File: src/rtl/twi_mem_pkg.sv
package twi_mem_pkg;

  localparam int MEM_AW   = 17;
  localparam int BYTE_W   = 8;
  localparam int HI_LSB   = 8;
  localparam int TOP_BIT  = MEM_AW - 1;

  typedef enum logic [2:0] {
    ST_IDLE = 3'd0,
    ST_SEL  = 3'd1,
    ST_AHI  = 3'd2,
    ST_ALO  = 3'd3,
    ST_WDAT = 3'd4,
    ST_RDAT = 3'd5
  } phase_t;

  // select byte layout: [7:4] code, [3] A2, [2] A1, [1] a16, [0] R/W
  function automatic logic sel_match(input logic [7:0] b,
                                     input logic [1:0] strap,
                                     input logic [3:0] code);
    sel_match = (b[7:4] == code) && (b[3:2] == strap);
  endfunction

endpackage

File: src/rtl/twi_line_sync.sv
module twi_line_sync #(
  parameter int STAGES = 2
) (
  input  logic clk,
  input  logic rst_n,
  input  logic scl_in,
  input  logic sda_in,
  output logic sda_s,
  output logic scl_rise,
  output logic scl_fall,
  output logic start_evt,
  output logic stop_evt
);

  logic [STAGES-1:0] scl_ff;
  logic [STAGES-1:0] sda_ff;
  logic              scl_d;
  logic              sda_d;
  logic              scl_s;

  always_ff @(posedge clk or negedge rst_n) begin
    if (!rst_n) begin
      scl_ff <= '1;
      sda_ff <= '1;
      scl_d  <= 1'b1;
      sda_d  <= 1'b1;
    end else begin
      scl_ff <= {scl_ff[STAGES-2:0], scl_in};
      sda_ff <= {sda_ff[STAGES-2:0], sda_in};
      scl_d  <= scl_ff[STAGES-1];
      sda_d  <= sda_ff[STAGES-1];
    end
  end

  assign scl_s     = scl_ff[STAGES-1];
  assign sda_s     = sda_ff[STAGES-1];
  assign scl_rise  = scl_s & ~scl_d;
  assign scl_fall  = ~scl_s & scl_d;
  assign start_evt = scl_s & scl_d & sda_d & ~sda_s;
  assign stop_evt  = scl_s & scl_d & ~sda_d & sda_s;

endmodule

File: src/rtl/twi_mem_ctrl.sv
module twi_mem_ctrl
  import twi_mem_pkg::*;
#(
  parameter int         PW       = 8,
  parameter logic [3:0] DEV_CODE = 4'b1010
) (
  input  logic              clk,
  input  logic              rst_n,
  input  logic              scl_rise,
  input  logic              scl_fall,
  input  logic              start_evt,
  input  logic              stop_evt,
  input  logic              sda_s,
  input  logic [1:0]        strap,
  input  logic              busy,
  input  logic              wp,
  input  logic [7:0]        rd_data,
  output logic              sda_pull,
  output logic              wr_valid,
  output logic [MEM_AW-1:0] wr_addr,
  output logic [7:0]        wr_data,
  output logic              wr_commit,
  output logic              rd_req,
  output logic [MEM_AW-1:0] rd_addr,
  output phase_t            phase,
  output logic              sel_decide
);

  localparam logic [3:0] BIT_ACK  = 4'd8;
  localparam logic [3:0] BIT_DONE = 4'd9;

  phase_t            phase_q;
  logic [3:0]        bcnt_q;
  logic [7:0]        shreg_q;
  logic [MEM_AW-1:0] addr_q;
  logic              pull_q, ack_q, rnw_q, mack_q, wp_lat_q, wr_any_q;
  logic              wr_valid_q, wr_commit_q, rd_req_q;
  logic [MEM_AW-1:0] wr_addr_q;
  logic [7:0]        wr_data_q;
  logic              sel_ok;

  function automatic logic [MEM_AW-1:0] wr_next(input logic [MEM_AW-1:0] a);
    wr_next = {a[MEM_AW-1:PW], a[PW-1:0] + PW'(1)};
  endfunction

  function automatic logic [MEM_AW-1:0] rd_next(input logic [MEM_AW-1:0] a);
    rd_next = a + MEM_AW'(1);
  endfunction

  assign sel_ok     = sel_match(shreg_q, strap, DEV_CODE) && !busy;
  assign sel_decide = (phase_q == ST_SEL) && scl_fall && (bcnt_q == BIT_ACK);

  always_ff @(posedge clk or negedge rst_n) begin
    if (!rst_n) begin
      phase_q     <= ST_IDLE;
      bcnt_q      <= '0;
      shreg_q     <= '0;
      addr_q      <= '0;
      pull_q      <= 1'b0;
      ack_q       <= 1'b0;
      rnw_q       <= 1'b0;
      mack_q      <= 1'b0;
      wp_lat_q    <= 1'b0;
      wr_any_q    <= 1'b0;
      wr_valid_q  <= 1'b0;
      wr_commit_q <= 1'b0;
      rd_req_q    <= 1'b0;
      wr_addr_q   <= '0;
      wr_data_q   <= '0;
    end else begin
      wr_valid_q  <= 1'b0;
      wr_commit_q <= 1'b0;
      rd_req_q    <= 1'b0;
      if (start_evt) begin
        phase_q  <= ST_SEL;
        bcnt_q   <= '0;
        pull_q   <= 1'b0;
        wr_any_q <= 1'b0;
      end else if (stop_evt) begin
        if (phase_q == ST_WDAT && wr_any_q) wr_commit_q <= 1'b1;
        phase_q  <= ST_IDLE;
        pull_q   <= 1'b0;
        wr_any_q <= 1'b0;
      end else if (phase_q != ST_IDLE) begin
        if (scl_rise) begin
          if (bcnt_q < BIT_ACK) begin
            bcnt_q <= bcnt_q + 4'd1;
            if (phase_q != ST_RDAT) shreg_q <= {shreg_q[6:0], sda_s};
          end else if (bcnt_q == BIT_ACK) begin
            bcnt_q <= BIT_DONE;
            if (phase_q == ST_RDAT) begin
              mack_q <= ~sda_s;
              if (!sda_s) begin
                addr_q   <= rd_next(addr_q);
                rd_req_q <= 1'b1;
              end
            end
          end
        end else if (scl_fall) begin
          if (bcnt_q == BIT_ACK) begin
            unique case (phase_q)
              ST_SEL: begin
                ack_q  <= sel_ok;
                pull_q <= sel_ok;
                rnw_q  <= shreg_q[0];
                if (sel_ok) begin
                  addr_q[TOP_BIT] <= shreg_q[1];
                  if (shreg_q[0]) rd_req_q <= 1'b1;
                end
              end
              ST_AHI: begin
                ack_q  <= 1'b1;
                pull_q <= 1'b1;
                addr_q[HI_LSB +: BYTE_W] <= shreg_q;
              end
              ST_ALO: begin
                ack_q  <= 1'b1;
                pull_q <= 1'b1;
                addr_q[BYTE_W-1:0] <= shreg_q;
              end
              ST_WDAT: begin
                ack_q  <= ~wp_lat_q;
                pull_q <= ~wp_lat_q;
                if (!wp_lat_q) begin
                  wr_valid_q <= 1'b1;
                  wr_addr_q  <= addr_q;
                  wr_data_q  <= shreg_q;
                  addr_q     <= wr_next(addr_q);
                  wr_any_q   <= 1'b1;
                end
              end
              default: pull_q <= 1'b0;
            endcase
          end else if (bcnt_q == BIT_DONE) begin
            bcnt_q <= '0;
            pull_q <= 1'b0;
            unique case (phase_q)
              ST_SEL: begin
                if (!ack_q) begin
                  phase_q <= ST_IDLE;
                end else if (rnw_q) begin
                  phase_q <= ST_RDAT;
                  shreg_q <= rd_data;
                  pull_q  <= ~rd_data[7];
                end else begin
                  phase_q <= ST_AHI;
                end
              end
              ST_AHI: phase_q <= ST_ALO;
              ST_ALO: begin
                phase_q  <= ST_WDAT;
                wp_lat_q <= wp;
              end
              ST_WDAT: if (!ack_q) phase_q <= ST_IDLE;
              ST_RDAT: begin
                if (mack_q) begin
                  shreg_q <= rd_data;
                  pull_q  <= ~rd_data[7];
                end else begin
                  phase_q <= ST_IDLE;
                end
              end
              default: phase_q <= ST_IDLE;
            endcase
          end else if (phase_q == ST_RDAT && bcnt_q != 4'd0) begin
            pull_q <= ~shreg_q[3'(4'd7 - bcnt_q)];
          end
        end
      end
    end
  end

  assign sda_pull  = pull_q;
  assign wr_valid  = wr_valid_q;
  assign wr_addr   = wr_addr_q;
  assign wr_data   = wr_data_q;
  assign wr_commit = wr_commit_q;
  assign rd_req    = rd_req_q;
  assign rd_addr   = addr_q;
  assign phase     = phase_q;

endmodule

File: src/rtl/twi_mem_slave.sv
module twi_mem_slave
  import twi_mem_pkg::*;
#(
  parameter int         SYNC_STAGES = 2,
  parameter int         PAGE_BITS   = 8,
  parameter logic [3:0] DEV_CODE    = 4'b1010
) (
  input  logic        clk,
  input  logic        rst_n,
  input  logic        scl_in,
  input  logic        sda_in,
  output logic        sda_pull,
  input  logic [1:0]  strap,
  input  logic        busy,
  input  logic        wp,
  output logic        wr_valid,
  output logic [16:0] wr_addr,
  output logic [7:0]  wr_data,
  output logic        wr_commit,
  output logic        rd_req,
  output logic [16:0] rd_addr,
  input  logic [7:0]  rd_data
);

  logic   sda_s, scl_rise, scl_fall, start_evt, stop_evt;
  logic   sel_decide;
  phase_t phase;

  twi_line_sync #(.STAGES(SYNC_STAGES)) u_sync (
    .clk       (clk),
    .rst_n     (rst_n),
    .scl_in    (scl_in),
    .sda_in    (sda_in),
    .sda_s     (sda_s),
    .scl_rise  (scl_rise),
    .scl_fall  (scl_fall),
    .start_evt (start_evt),
    .stop_evt  (stop_evt)
  );

  twi_mem_ctrl #(.PW(PAGE_BITS), .DEV_CODE(DEV_CODE)) u_ctrl (
    .clk        (clk),
    .rst_n      (rst_n),
    .scl_rise   (scl_rise),
    .scl_fall   (scl_fall),
    .start_evt  (start_evt),
    .stop_evt   (stop_evt),
    .sda_s      (sda_s),
    .strap      (strap),
    .busy       (busy),
    .wp         (wp),
    .rd_data    (rd_data),
    .sda_pull   (sda_pull),
    .wr_valid   (wr_valid),
    .wr_addr    (wr_addr),
    .wr_data    (wr_data),
    .wr_commit  (wr_commit),
    .rd_req     (rd_req),
    .rd_addr    (rd_addr),
    .phase      (phase),
    .sel_decide (sel_decide)
  );

endmodule

File: config.mk
export PLATFORM = sky130hd
export DESIGN_NAME = twi_mem_slave
export DESIGN_NICKNAME = d
export VERILOG_FILES = /design/src/rtl/twi_mem_pkg.sv /design/src/rtl/twi_line_sync.sv /design/src/rtl/twi_mem_ctrl.sv /design/src/rtl/twi_mem_slave.sv
export SDC_FILE = /design/constraint.sdc
export NUM_CORES = 1
export LEC_CHECK = 0
export BUFFER_PORTS_ARGS = -buffer_cell sky130_fd_sc_hd__buf_2
export CAP_MARGIN = 20
export CORE_ASPECT_RATIO = 0.7
export CORE_UTILIZATION = 50
export DETAILED_ROUTE_END_ITERATION = 8
export HOLD_SLACK_MARGIN = 0.1
export PLACE_DENSITY = 0.73
export SETUP_SLACK_MARGIN = 0.1
export SLEW_MARGIN = 20
export SYNTH_ARGS = -nofsm -noshare
export SYNTH_HDL_FRONTEND = slang
export SYNTH_SLANG_ARGS = --single-unit
File: constraint.sdc
create_clock -name clk -period 4.3 [get_ports clk]
set_input_delay 0.43 -clock clk [delete_from_list [all_inputs] [get_ports clk]]
set_output_delay 0.43 -clock clk [all_outputs]
set_load 0.01 [all_outputs]
==> results.py <==
metrics = {
    "floorplan": {
        "ios": 62,
        "start_util_pct": 53.3,
        "fp.dieW_um": 109,
        "die-area_um2": 8420,
        "rows": 26,
        "die_h_um": 77.1,
        "core_um2": 7550,
    },
    "layout": {
        "drive_gt1_share_pct": 31.9,
        "fill_cells": 622,
        "area_delta_synth_final_pct": 16.0,
        "diodes": 0,
        "fin_cells": 537,
        "nets": 457,
        "final_common_cell": "dfrtp_1",
        "layout_common_cells": "dfrtp_1, buf_2, mux2_2, nand2_1, nand3_1",
        "final_util_pct": 61.9,
    },
    "critical_path": {
        "end_kind": "flip-flop",
        "path_class": "flip-flop to flip-flop",
        "worst_setup_path_start_kind": "flip-flop",
        "arrival_ns": 3.27,
        "required_ns": 4.57,
        "crit_path_max_fanout": 24,
    },
    "flow_run": {
        "cap_violations": 0,
    },
    "clocking": {
        "clock_path_buffers": 2,
        "htreeDepth": 3,
        "cts-resized-gates": 0,
        "post-cts-setup-buffers": 0,
        "cts_root_buf": "clkbuf_16",
        "cts_inserted_buffers": 9,
        "worstSkewPairLatency_ns": 0.33,
        "cts_tree": "done",
        "cts_sinks": 72,
        "cts.clk_slew.worst_paths_ns": 0.05,
        "cts_hold_buffers": 0,
    },
    "drt": {
        "drc_errors": 0,
        "drtIter0Drc": 316,
        "viasPerCell": 6.16,
        "wl_per_cell_um": 18.7,
        "vias": 3307,
        "drt-total-wl_um": 10000,
        "dr.pass1.iters": 5,
        "final_antenna_net_count": 0,
    },
    "place": {
        "numPortBuffers": 61,
        "dpl.hpwl_um": 6940,
        "globalplace.congestion": 0.960,
        "placed_cells": 521,
    },
    "synth": {
        "synth-seq-area-share_pct": 44.9,
        "avgSynthCellArea_um2": 10.6,
        "synth_flop_cell": "dfrtp_1",
        "yosysWarnings": 0,
        "synth_edf_count": 0,
        "synthesis.area_um2": 4030,
        "synth_nets": 404,
        "synth.distinct_cells": 68,
        "syn_inst": 381,
        "async_reset_ff_share_pct": 100,
        "synth_seq_cells": 72,
    },
    "global_routing": {
        "grtUsageTotal_pct": 25.3,
        "antenna_found_initial": 0,
        "grt_max_degree": 73,
        "grt_pass1_vias": 3066,
        "grt_overflow": 0,
        "grt_pass1_wl_um": 16000,
    },
    "sta": {
        "drv_slew": 0,
        "fmax_ghz": 0.333,
        "finalCritPeriodShare_pct": 69.9,
        "finClkSkew_ns": 0.00588,
        "hold_viol_final": 0,
        "max_slew_margin_pct": 40.2,
        "finalSetupViolCount": 0,
        "tightestPinTransition_ns": 0.897,
        "whs_ns": 0.193,
        "rsz0062_at_grt": "false",
        "period_needed_ns": 3.00,
        "fin_setup_tns_ns": 0,
    },
    "pwr": {
        "powerDensity_nw_per_um2": 365,
        "p_leak_nw": 2.23,
        "irDropWorstVdd_mv": 0.310,
    },
    "min_path": {
        "hold_path.class": "input port to flip-flop",
    },
    "run_status": {
        "status": "completed",
    },
}
## path summary, 6_finish.rpt
kind	startpoint	end	slack, ns	cells past startpoint
max	u_sync.scl_d$_DFF_PN1_	u_ctrl.rd_addr[12]$_DFFE_PN0P_	1.30	7
min	sda_in	u_sync.sda_ff[0]$_DFF_PN1_	0.19	1
max reg2reg	u_sync.scl_d$_DFF_PN1_	u_ctrl.rd_addr[12]$_DFFE_PN0P_	1.30	7
min reg2reg	u_sync.sda_ff[0]$_DFF_PN1_	u_sync.sda_ff[1]$_DFF_PN1_	0.35	0
max in group asynchronous	rst_n	u_ctrl.rd_addr[2]$_DFFE_PN0P_	3.49	1
min in group asynchronous	rst_n	u_ctrl.wr_addr[13]$_DFFE_PN0P_	0.21	1
## critical path: stages (launching register included)
cell and delay (ns):
dfstp_2 0.54, inv_1 0.05, ha_1 0.50, or4b_1 0.67, o21ai_2 0.09, nand3_1 0.37, or4b_1 0.63, nand3_1 0.09
## per-stage QoR
step	power [mW]	area (µm²)	setup WS, ns
2_1_floorplan	0.851	4030	2.13
3_3_place_gp	0.919	4350	1.42
3_5_place_dp	0.923	4350	1.29
4_1_cts	1.72	4670	1.28
5_1_grt	1.77	4670	1.14
6_report	1.71	4670	1.30
## flip-flops by register name, summed over array words and instances (netlist names), 2 cells and up
register / flops
u_ctrl.phase: 3
u_ctrl.rd_addr: 17
u_ctrl.shreg_q: 8
u_ctrl.bcnt_q: 4
u_sync.sda_ff: 2
u_ctrl.wr_addr: 17
u_ctrl.wr_data: 8
u_sync.scl_ff: 2
## report_power, final
group          switching, mW  total [mW]  internal, mW  leakage [nW]
combinational         0.0742       0.138        0.0638          1.11
clock                  0.266       0.789         0.523         0.154
sequential            0.0719       0.779         0.707         0.969
total                  0.412        1.71          1.29          2.23
## Yosys cell counts, types with 5 or more instances
cell type   n  area share, %
o21ai_0    13            1.6
a21oi_1    19            2.4
nor2_1     17            1.6
inv_1      12            1.1
mux2_2     40             11
or4b_1      5            1.2
dfstp_2     6            3.9
nand2_1    34            3.2
a211oi_1    5           0.93
nand3_1    21            2.6
dfrtp_1    66             41
and3_1      6           0.93
ha_1        7            2.2
mux2i_1     8            2.0
buf_2       7           0.87
clkbuf_1    8           0.75
nand4_1     8            1.2
## area by class of cell
class	instances	area (µm²)	share of cell area, %
clock buffers	13	250	5.36
clock inverters	3	65.1	1.39
inverters	12	45.0	0.965
multi-input cells	276	2050	44.0
flip-flops and latches	72	1810	38.8
well taps	98	123	2.63
repair buffers	63	323	6.92
## routing by layer
layer	track usage, %	routed length, µm
met3	7.31	978
met4	6.67	113
met2	34.8	4240
met5	0	0
met1	38.4	4690
## cell families (layout without fill, tap and decap cells)
family	Yosys count	in the layout	synth area share [%]
xor gates and xnor gates	3	3	0.653
AOI/OAI and AO/OA	79	79	13.9
and+or+nand+nor	137	137	20.0
adders and majority gates	7	7	2.18
DFF	72	72	44.9
muxes	50	50	14.3
buffers and inverters	33	91	4.04
(Power assumes the default switching activity.)
